$ cat src/rtl/kcp_pkg.sv
// Shared definitions for the keyed configuration port.
// Assumes key values are fixed at build time by a single select bit.
package kcp_pkg;
    typedef enum logic [1:0] {
        KCP_LOCKED = 2'd0,
        KCP_HALF   = 2'd1,
        KCP_OPEN   = 2'd2
    } kcp_state_e;

    localparam logic [7:0] KCP_DEV_IDX = 8'h07;
    localparam logic [7:0] KCP_ID_IDX  = 8'h20;
    localparam logic [7:0] KCP_IDLE_RD = 8'hFF;

    // Enter key for the chosen key set.
    function automatic logic [7:0] kcp_enter_key(input bit alt);
        return alt ? 8'h88 : 8'h87;
    endfunction

    // Leave key for the chosen key set.
    function automatic logic [7:0] kcp_leave_key(input bit alt);
        return alt ? 8'hBB : 8'hAA;
    endfunction
endpackage

$ cat src/rtl/kcp_addr_decode.sv
// Address match for the index and data ports.
// Assumes a read or write strobe accompanies a valid address.
module kcp_addr_decode #(
    parameter int                ADDR_W    = 16,
    parameter logic [ADDR_W-1:0] BASE_ADDR = 16'h002E
) (
    input  logic [ADDR_W-1:0] addr,
    output logic              hit_index,
    output logic              hit_data
);
    localparam logic [ADDR_W-1:0] DATA_ADDR = BASE_ADDR + ADDR_W'(1);

    // Compare the address against both port locations.
    always_comb begin
        hit_index = (addr == BASE_ADDR);
        hit_data  = (addr == DATA_ADDR);
    end
endmodule

$ cat src/rtl/kcp_unlock_fsm.sv
// Lock state machine: two enter keys in a row open, one leave key closes.
// Assumes idx_wr is a single-cycle pulse per index-port write.
module kcp_unlock_fsm
    import kcp_pkg::*;
#(
    parameter bit ALT_KEYS = 1'b0
) (
    input  logic       clk,
    input  logic       rst_n,
    input  logic       idx_wr,
    input  logic [7:0] wdata,
    output logic       is_open,
    output logic       leave_hit
);
    localparam logic [7:0] ENTER = kcp_enter_key(ALT_KEYS);
    localparam logic [7:0] LEAVE = kcp_leave_key(ALT_KEYS);

    kcp_state_e state_q, state_d;

    // Next-state choice from the index-port write byte.
    always_comb begin
        state_d = state_q;
        if (idx_wr) begin
            unique case (state_q)
                KCP_LOCKED: state_d = (wdata == ENTER) ? KCP_HALF : KCP_LOCKED;
                KCP_HALF:   state_d = (wdata == ENTER) ? KCP_OPEN : KCP_LOCKED;
                KCP_OPEN:   state_d = (wdata == LEAVE) ? KCP_LOCKED : KCP_OPEN;
                default:    state_d = KCP_LOCKED;
            endcase
        end
    end

    // State register with synchronous reset.
    always_ff @(posedge clk) begin
        if (!rst_n) state_q <= KCP_LOCKED;
        else        state_q <= state_d;
    end

    // Outputs seen by the decode logic.
    always_comb begin
        is_open   = (state_q == KCP_OPEN);
        leave_hit = (wdata == LEAVE);
    end
endmodule

$ cat src/rtl/kcp_index_regs.sv
// Holds the latched register index and the logical-device select.
// Assumes the caller gates loads with the unlock state.
module kcp_index_regs (
    input  logic       clk,
    input  logic       rst_n,
    input  logic       idx_load,
    input  logic       dev_load,
    input  logic [7:0] wdata,
    output logic [7:0] index_q,
    output logic [7:0] dev_q
);
    // Index latch.
    always_ff @(posedge clk) begin
        if (!rst_n)        index_q <= 8'h00;
        else if (idx_load) index_q <= wdata;
    end

    // Device select register.
    always_ff @(posedge clk) begin
        if (!rst_n)        dev_q <= 8'h00;
        else if (dev_load) dev_q <= wdata;
    end
endmodule

$ cat src/rtl/keyed_cfg_port.sv
// Keyed configuration port: index/data pair with key unlock, device
// select, ID readback and downstream strobes.
// Assumes bus_wr and bus_rd are never high together.
module keyed_cfg_port
    import kcp_pkg::*;
#(
    parameter int                ADDR_W    = 16,
    parameter logic [ADDR_W-1:0] BASE_ADDR = 16'h002E,
    parameter bit                ALT_KEYS  = 1'b0,
    parameter logic [7:0]        CHIP_ID   = 8'h52
) (
    input  logic              clk,
    input  logic              rst_n,
    input  logic [ADDR_W-1:0] bus_addr,
    input  logic              bus_wr,
    input  logic              bus_rd,
    input  logic [7:0]        bus_wdata,
    output logic [7:0]        bus_rdata,
    output logic              cfg_open,
    output logic              reg_wr_stb,
    output logic              reg_rd_stb,
    output logic [7:0]        reg_dev,
    output logic [7:0]        reg_idx,
    output logic [7:0]        reg_wdata,
    input  logic [7:0]        reg_rdata
);
    logic hit_index, hit_data, is_open, leave_hit;
    logic idx_wr, dat_wr, dat_rd, local_idx;
    logic [7:0] index_q, dev_q;

    kcp_addr_decode #(.ADDR_W(ADDR_W), .BASE_ADDR(BASE_ADDR)) u_dec (
        .addr(bus_addr), .hit_index(hit_index), .hit_data(hit_data)
    );

    kcp_unlock_fsm #(.ALT_KEYS(ALT_KEYS)) u_fsm (
        .clk(clk), .rst_n(rst_n), .idx_wr(idx_wr), .wdata(bus_wdata),
        .is_open(is_open), .leave_hit(leave_hit)
    );

    kcp_index_regs u_regs (
        .clk(clk), .rst_n(rst_n),
        .idx_load(is_open && idx_wr && !leave_hit),
        .dev_load(dat_wr && (index_q == KCP_DEV_IDX)),
        .wdata(bus_wdata), .index_q(index_q), .dev_q(dev_q)
    );

    // Qualify bus accesses by port and, for data, by unlock state.
    always_comb begin
        idx_wr    = bus_wr && hit_index;
        dat_wr    = bus_wr && hit_data && is_open;
        dat_rd    = bus_rd && hit_data && is_open;
        local_idx = (index_q == KCP_DEV_IDX) || (index_q == KCP_ID_IDX);
    end

    // Downstream strobes and their payload.
    always_comb begin
        reg_wr_stb = dat_wr && !local_idx;
        reg_rd_stb = dat_rd && !local_idx;
        reg_dev    = dev_q;
        reg_idx    = index_q;
        reg_wdata  = bus_wdata;
        cfg_open   = is_open;
    end

    // Read-data selection.
    always_comb begin
        bus_rdata = KCP_IDLE_RD;
        if (bus_rd && hit_index && is_open) begin
            bus_rdata = index_q;
        end else if (dat_rd) begin
            if (index_q == KCP_DEV_IDX)     bus_rdata = dev_q;
            else if (index_q == KCP_ID_IDX) bus_rdata = CHIP_ID;
            else                            bus_rdata = reg_rdata;
        end
    end
endmodule

$ cat config.mk
export PLATFORM = sky130hd
export DESIGN_NAME = keyed_cfg_port
export DESIGN_NICKNAME = d
export VERILOG_FILES = /design/src/rtl/kcp_pkg.sv /design/src/rtl/kcp_addr_decode.sv /design/src/rtl/kcp_unlock_fsm.sv /design/src/rtl/kcp_index_regs.sv /design/src/rtl/keyed_cfg_port.sv
export SDC_FILE = /design/constraint.sdc
export NUM_CORES = 1
export LEC_CHECK = 0
export ABC_AREA = 0
export CORE_ASPECT_RATIO = 1.75
export CORE_MARGIN = 3
export CORE_UTILIZATION = 35
export DETAILED_ROUTE_END_ITERATION = 7
export PLACE_DENSITY = 0.78
export SETUP_SLACK_MARGIN = 0.2
export SYNTH_ARGS = -nofsm -noshare
export SYNTH_HDL_FRONTEND = slang
export SYNTH_SLANG_ARGS = --single-unit
export TNS_END_PERCENT = 20
$ cat constraint.sdc
create_clock -name clk -period 1.3 [get_ports clk]
set_clock_uncertainty 0.2 [all_clocks]
set_input_delay 0.195 -clock clk [delete_from_list [all_inputs] [get_ports clk]]
set_output_delay 0.195 -clock clk [all_outputs]
set_load 0.02 [all_outputs]
# Word level (Yosys, flattened, before mapping)
# Cells that the tools add are included.
[totals] reg_bits=18 input_bits=36 out_inout_bits=35 wordCells=35
[op_classes] eq_ne=8 muxes=8 reduce_logical=16
[op_table] op="equality test 16 x 6 -> 1 bit (second input constant)" n=2
[op_table] op="two-way mux 8 bit" n=4
[op_table] op="equality test 8 bit (second input constant)" n=2
[op_table] op="logical AND 1 bit" n=12
[op_table] op="equality test 8 x 3 -> 1 bit (second input constant)" n=1
[op_table] op="equality test 8 x 6 -> 1 bit (second input constant)" n=1
[op_table] op="case mux 2 bit (3 select lines)" n=1
[op_table] op="two-way mux 2 bit" n=2
[op_table] op="equality test 2 x 1 -> 1 bit (second input constant)" n=1
[op_table] op="equality test 2 bit (second input constant)" n=1
[op_table] op="logical NOT 1 bit" n=2
[op_table] op="logical NOT 2 bit" n=1
[op_table] op="logical OR 1 bit" n=1
[op_table] op="two-way mux 1 bit" n=1

# Longest topological paths before layout
[depth] word_depth=5 depth_mapped=5 depth_no_buf=4

# Modules after synthesis
# From an unflattened synthesis, not the netlist that was laid out.
[unflattened] cells_unflattened=127 hier_area_um2=1174.9
[by_module_without_submodules] mod="kcp_index_regs" instances=1 cells_per_inst=51 area_each_um2=608.1 seq_area_each_um2=320.3
[by_module_without_submodules] mod="keyed_cfg_port" instances=1 cells_per_inst=53 area_each_um2=336.6 seq_area_each_um2=0.0
[by_module_without_submodules] mod="kcp_unlock_fsm" instances=1 cells_per_inst=16 area_each_um2=167.7 seq_area_each_um2=40.0
[by_module_without_submodules] mod="kcp_addr_decode" instances=1 cells_per_inst=7 area_each_um2=62.6 seq_area_each_um2=0.0

# Least setup slack after synthesis
# No wires, ideal clock.
[synth_timing] kind="flip-flop to output port" startpoint="reg u_regs.index_q[3]" endpoint="out bus_rdata[0]" t_arrival_ns=1.500 required_time_ns=0.905 slack_ns=-0.595 path_stages_with_launch=5 path_buffers=0 path_cell_list="dfxtp_1 -> nor4_4 -> and2_2 -> nand2_1 -> a32oi_1"
[synth_via] elab_chain_len=5 word_cells_on_any_way=6 classes_between="eq/ne (2); mux (4)"
[synth_rtl] item="from (decl)" line_no="kcp_index_regs.sv:9" rtl="output logic [7:0] index_q,"
[synth_rtl] item="from (signal assigned)" line_no="kcp_index_regs.sv:15" rtl="else if (idx_load) index_q <= wdata;"
[synth_rtl] item="equality test 8 x 6 -> 1 bit" line_no="keyed_cfg_port.sv:72" rtl="else if (index_q == KCP_ID_IDX) bus_rdata = CHIP_ID;"
[synth_rtl] item="two-way mux 8 bit" line_no="keyed_cfg_port.sv:72"
[synth_rtl] item="two-way mux 8 bit *" line_no="keyed_cfg_port.sv:71" rtl="if (index_q == KCP_DEV_IDX) bus_rdata = dev_q;"
[synth_rtl] item="two-way mux 8 bit *" line_no="keyed_cfg_port.sv:70" rtl="end else if (dat_rd) begin"
[synth_rtl] item="two-way mux 8 bit *" line_no="keyed_cfg_port.sv:68" rtl="if (bus_rd && hit_index && is_open) begin"
[synth_rtl] item="to (decl)" line_no="keyed_cfg_port.sv:18" rtl="output logic [7:0] bus_rdata,"
# Mark *: on every way between the ends. The rest lies on a longest branch, timed or not.

# Final worst setup path
[layout_timing] startpoint="reg u_fsm.state_q[0]" endpoint="out bus_rdata[2]"
[layout_via] elab_chain_len=4 word_cells_on_any_way=5 classes_between="eq/ne (1); mux (2); reduce/logical (2)"
[layout_rtl] item="from (decl)" line_no="kcp_unlock_fsm.sv:18" rtl="kcp_state_e state_q, state_d;"
[layout_rtl] item="from (signal assigned)" line_no="kcp_unlock_fsm.sv:36" rtl="else state_q <= state_d;"
[layout_rtl] item="equality test 2 bit *" line_no="kcp_unlock_fsm.sv:41" rtl="is_open = (state_q == KCP_OPEN);"
[layout_rtl] item="logical AND 1 bit" line_no="keyed_cfg_port.sv:51" rtl="dat_rd = bus_rd && hit_data && is_open;"
[layout_rtl] item="two-way mux 8 bit" line_no="keyed_cfg_port.sv:70"
[layout_rtl] item="two-way mux 8 bit *" line_no="keyed_cfg_port.sv:68"
# Marks and branches as above.

==> impl_table.tex <==
\begin{tabular}{lr}
\hline
Metric & Value \\
\hline
\multicolumn{2}{l}{\textbf{STA}} \\
Slew of the pin with the lowest slew margin & 0.310 ns \\
Worst hold margin & approximately 0.16 ns \\
Unrepaired setup endpoints after global routing & true \\
Setup violations, final & 30 \\
Final period util & 163\% \\
Min setup slack post-route & -0.818 ns \\
Final critical-path required period & 2.12 ns \\
Final Hold Violating Endpoints & 0 \\
Slew Limit Headroom & 79.3\% \\
Fmax & 472 MHz \\
Final Max Slew Viols & 0 \\
\multicolumn{2}{l}{\textbf{Drt}} \\
Wire length per cell after detailed routing & approximately 18 um \\
Top routing layer used & met4 \\
First-iteration detailed-routing DRC count & 43 \\
Final antenna-violating net count & 0 \\
Routed vias & approximately 1700 \\
Metal-1 WL & between 1500 and 2000 um \\
Vias per Instance & 5.54 \\
Detailed-route DRC error count & 0 \\
Met2 layer wire length in the routed design & 3280 um \\
Detailed-routing iteration count for the pre-antenna-repair pass & 4 \\
Length of routed met3 wiring & 285 um \\
Total length of routed wires & 5590 um \\
\multicolumn{2}{l}{\textbf{Worst setup path}} \\
Slowest CP cell & dfxtp\_1 \\
Crit path arrival time & 1.72 ns \\
Buf+Inv Stages, Crit Path & 3 \\
Launching point of the worst reg2reg path & u\_regs.index\_q[6]\$\_SDFFE\_PN0P\_ \\
Largest delay contributor family on the critical path & simple AND/OR/NAND/NOR gates \\
CP Class & reg2out \\
Crit path max fanout & 8 \\
Delay of the slowest critical-path stage & 0.31 ns \\
Cells along the critical path & and4bb\_2, nand4\_1, buf\_4, nor2\_4, buf\_12, a32oi\_4, buf\_6 \\
Critical Path Start Type & flop \\
Kind of end point of the critical path & primary output \\
Required time of the critical path & $\sim$0.90 ns \\
Setup crit start & u\_fsm.state\_q[0]\$\_SDFFE\_PN0P\_ \\
\multicolumn{2}{l}{\textbf{Logic synthesis}} \\
Compound-Gate Fraction of Synth Area & 17.0\% \\
Xor and xnor fraction of the mapped netlist area & 0\% \\
Simple-gate portion of the synthesized area & about two fifths \\
Synthesized area per cell & 8.34 sq um \\
Main area contributors after synthesis & dfxtp\_1, nand2\_1, mux2i\_1 \\
Synthesized flop and latch total & 18 \\
Post-synthesis adder-cell area fraction & 0\% \\
Share of synthesized area occupied by flip-flops and latches & 28.4\% \\
Number of warning messages in the yosys log & 0 \\
Proportion of synthesized area in mux cells & 6.32\% \\
Count of flip-flops with a built-in enable after synthesis & 0 \\
Post-synthesis cell area & 0.00127 sq mm \\
Cell with the most instances after synthesis & nand2\_1 \\
Library cell with the largest summed area after synthesis & dfxtp\_1 \\
Distinct cells, synth & 41 \\
Fraction of registers with async set/reset & 0\% \\
Fraction of synthesized cell area taken by the top area cell type & 28.4\% \\
Largest family of logic cells by synthesized area & simple AND/OR/NAND/NOR gates \\
Cells after Synth & between 150 and 200 \\
Net Count, Synth & 188 \\
Post-synth top cells & nand2\_1, dfxtp\_1, nand4\_1 \\
Most used flip-flop cell after synthesis & dfxtp\_1 \\
\multicolumn{2}{l}{\textbf{Layout}} \\
Ratio of cells with drive above 1 in the final layout & 54.6\% \\
Final cell count without fillers & 305 \\
Area of all placed cells without fillers & 0.00260 sq mm \\
P\&R area growth vs syn & 105\% \\
Final core utilization & about 76\% \\
NumNets Final & between 200 and 300 \\
Number of antenna repair diodes & 0 \\
Filler Cells Inserted & 255 \\
\multicolumn{2}{l}{\textbf{Hold path}} \\
Tightest Hold Check Type & in2reg \\
Launch instance of the worst min-delay path & bus\_wdata[2] \\
\multicolumn{2}{l}{\textbf{Clock network}} \\
Number of buffers inserted during clock tree synthesis & 3 \\
Sink Count & 18 \\
\# H-tree levels & 1 \\
Cell chosen for the clock root & clkbuf\_8 \\
CTS tree & done \\
Clock slew seen by the registers of the worst setup and hold paths & 0.07 ns \\
Clock Path Buffers & 2 \\
Post-CTS Hold Fix Bufs & 0 \\
Clock latency of the later-clocked register in the worst-skew pair & 0.25 ns \\
\multicolumn{2}{l}{\textbf{Floorplanning}} \\
Overall die area & 0.00441 sq mm \\
Initial core utilization & 36.9\% \\
Horizontal die dimension & 51.5 um \\
Number of core rows & 28 \\
Die height & between 80 and 90 um \\
IO Count & 71 \\
Core outline area & roughly 0.0034 sq mm \\
\multicolumn{2}{l}{\textbf{GRT}} \\
Global-route congestion overflow total & 0 \\
Pin count of the biggest net entering global routing & 11 \\
Via count of the first global-routing pass & 1879 \\
Total GRT Usage & 26.0\% \\
Initial antenna violation count & 0 \\
First-pass GRT wire length & 8690 um \\
\multicolumn{2}{l}{\textbf{Power and ir drop}} \\
Max VDD drop & around 0.00035 V \\
Power per standard cell area & $\sim$460 mW/mm\^{}2 \\
P\_leak & 1.15 nW \\
\multicolumn{2}{l}{\textbf{Job}} \\
Max\_cap viols & 0 \\
\multicolumn{2}{l}{\textbf{Placed design}} \\
Worst slack, placed & -1.37 ns \\
Routability Congestion & between 0.8 and 0.9 \\
Area of placed instances & between 0.002 and 0.0025 sq mm \\
IO Port Bufs & 70 \\
Estimated wirelength of the detail-placed design & 4340 um \\
Placed cell count & approximately 290 \\
\multicolumn{2}{l}{\textbf{Run status}} \\
Failing checks & setup timing \\
Run status & complete, but fails checks \\
\hline
\end{tabular}
-- worst min-delay path, delay by kind of cell --
| kind | cells | cell delay, ns |
|---|---|---|
| buffers and inverters | 1 | 0.24 |
| muxes | 1 | 0.06 |
| and+or+nand+nor | 1 | 0.08 |
-- sequential cells by signal (all words and copies together) (netlist names) --
| register | flops |
|---|---|
| u_fsm.state_q | 2 |
| u_regs.dev_q | 8 |
| u_regs.index_q | 8 |
-- placed cells by master, fill, tap and decap left out, types with 6 or more instances in the layout --
master and count:
nand2_1 22, inv_1 6, dfxtp_1 8, dlygate4sd2_1 15, nand4_1 11, clkdlybuf4s50_1 11
buf_4 48, mux2i_1 8, a21oi_1 10, buf_6 30, o21ai_0 8, buf_2 6
-- final timing paths --
check | slack (ns) | cells after the start | endpoint
max | -0.82 | 7 | bus_rdata[2]
min | 0.16 | 3 | u_regs.index_q[2]$_SDFFE_PN0P_
max reg2reg | -0.55 | 6 | u_regs.dev_q[4]$_SDFFE_PN0P_
min reg2reg | 0.30 | 2 | u_regs.index_q[5]$_SDFFE_PN0P_
-- cell families after synthesis --
family	after synthesis
muxes	8
buffers and inverters	20
DFF	18
and+or+nand+nor	73
AOI/OAI and AO/OA	33
-- area by class of cell --
class	instances	area, sq um	share of cell area, %
repair buffers	117	1050	40.6
multi-input cells	114	1030	39.7
flip-flops and latches	18	385	14.8
well taps	45	56.3	2.17
clock buffers	4	45.0	1.73
inverters	7	26.3	1.01
-- what timing repair did --
item / in CTS / in global routing
endpoints found under the setup margin: 53 / 47
gates cloned: 0 / 0
resized for setup: 250 / 15
pin swaps: 17 / 5
setup buffers: 8 / 0
-- where the power goes --
part           leakage (nW)  internal [W]  total [W]   switching [W]
combinational         0.971      0.000134   0.000252        0.000118
clock                0.0228      0.000217   0.000393        0.000176
sequential            0.152      0.000541   0.000541  0.000000000371
total                  1.15      0.000891    0.00119        0.000294
-- through the flow --
step                TNS (ns)  total power, W
floorplan              -7.32        0.000642
global placement      -31.16        0.000822
detailed placement    -33.00        0.000827
CTS                   -13.83         0.00119
global route          -15.92         0.00123
finish                -14.24         0.00119
-- metal layers --
metal,GRT usage [%],vias up
li1,-,776
met1,22.7,802
met2,53.8,89
met3,2.26,24
met4,13.8,0
met5,0,-
(Power assumes the default switching activity.)
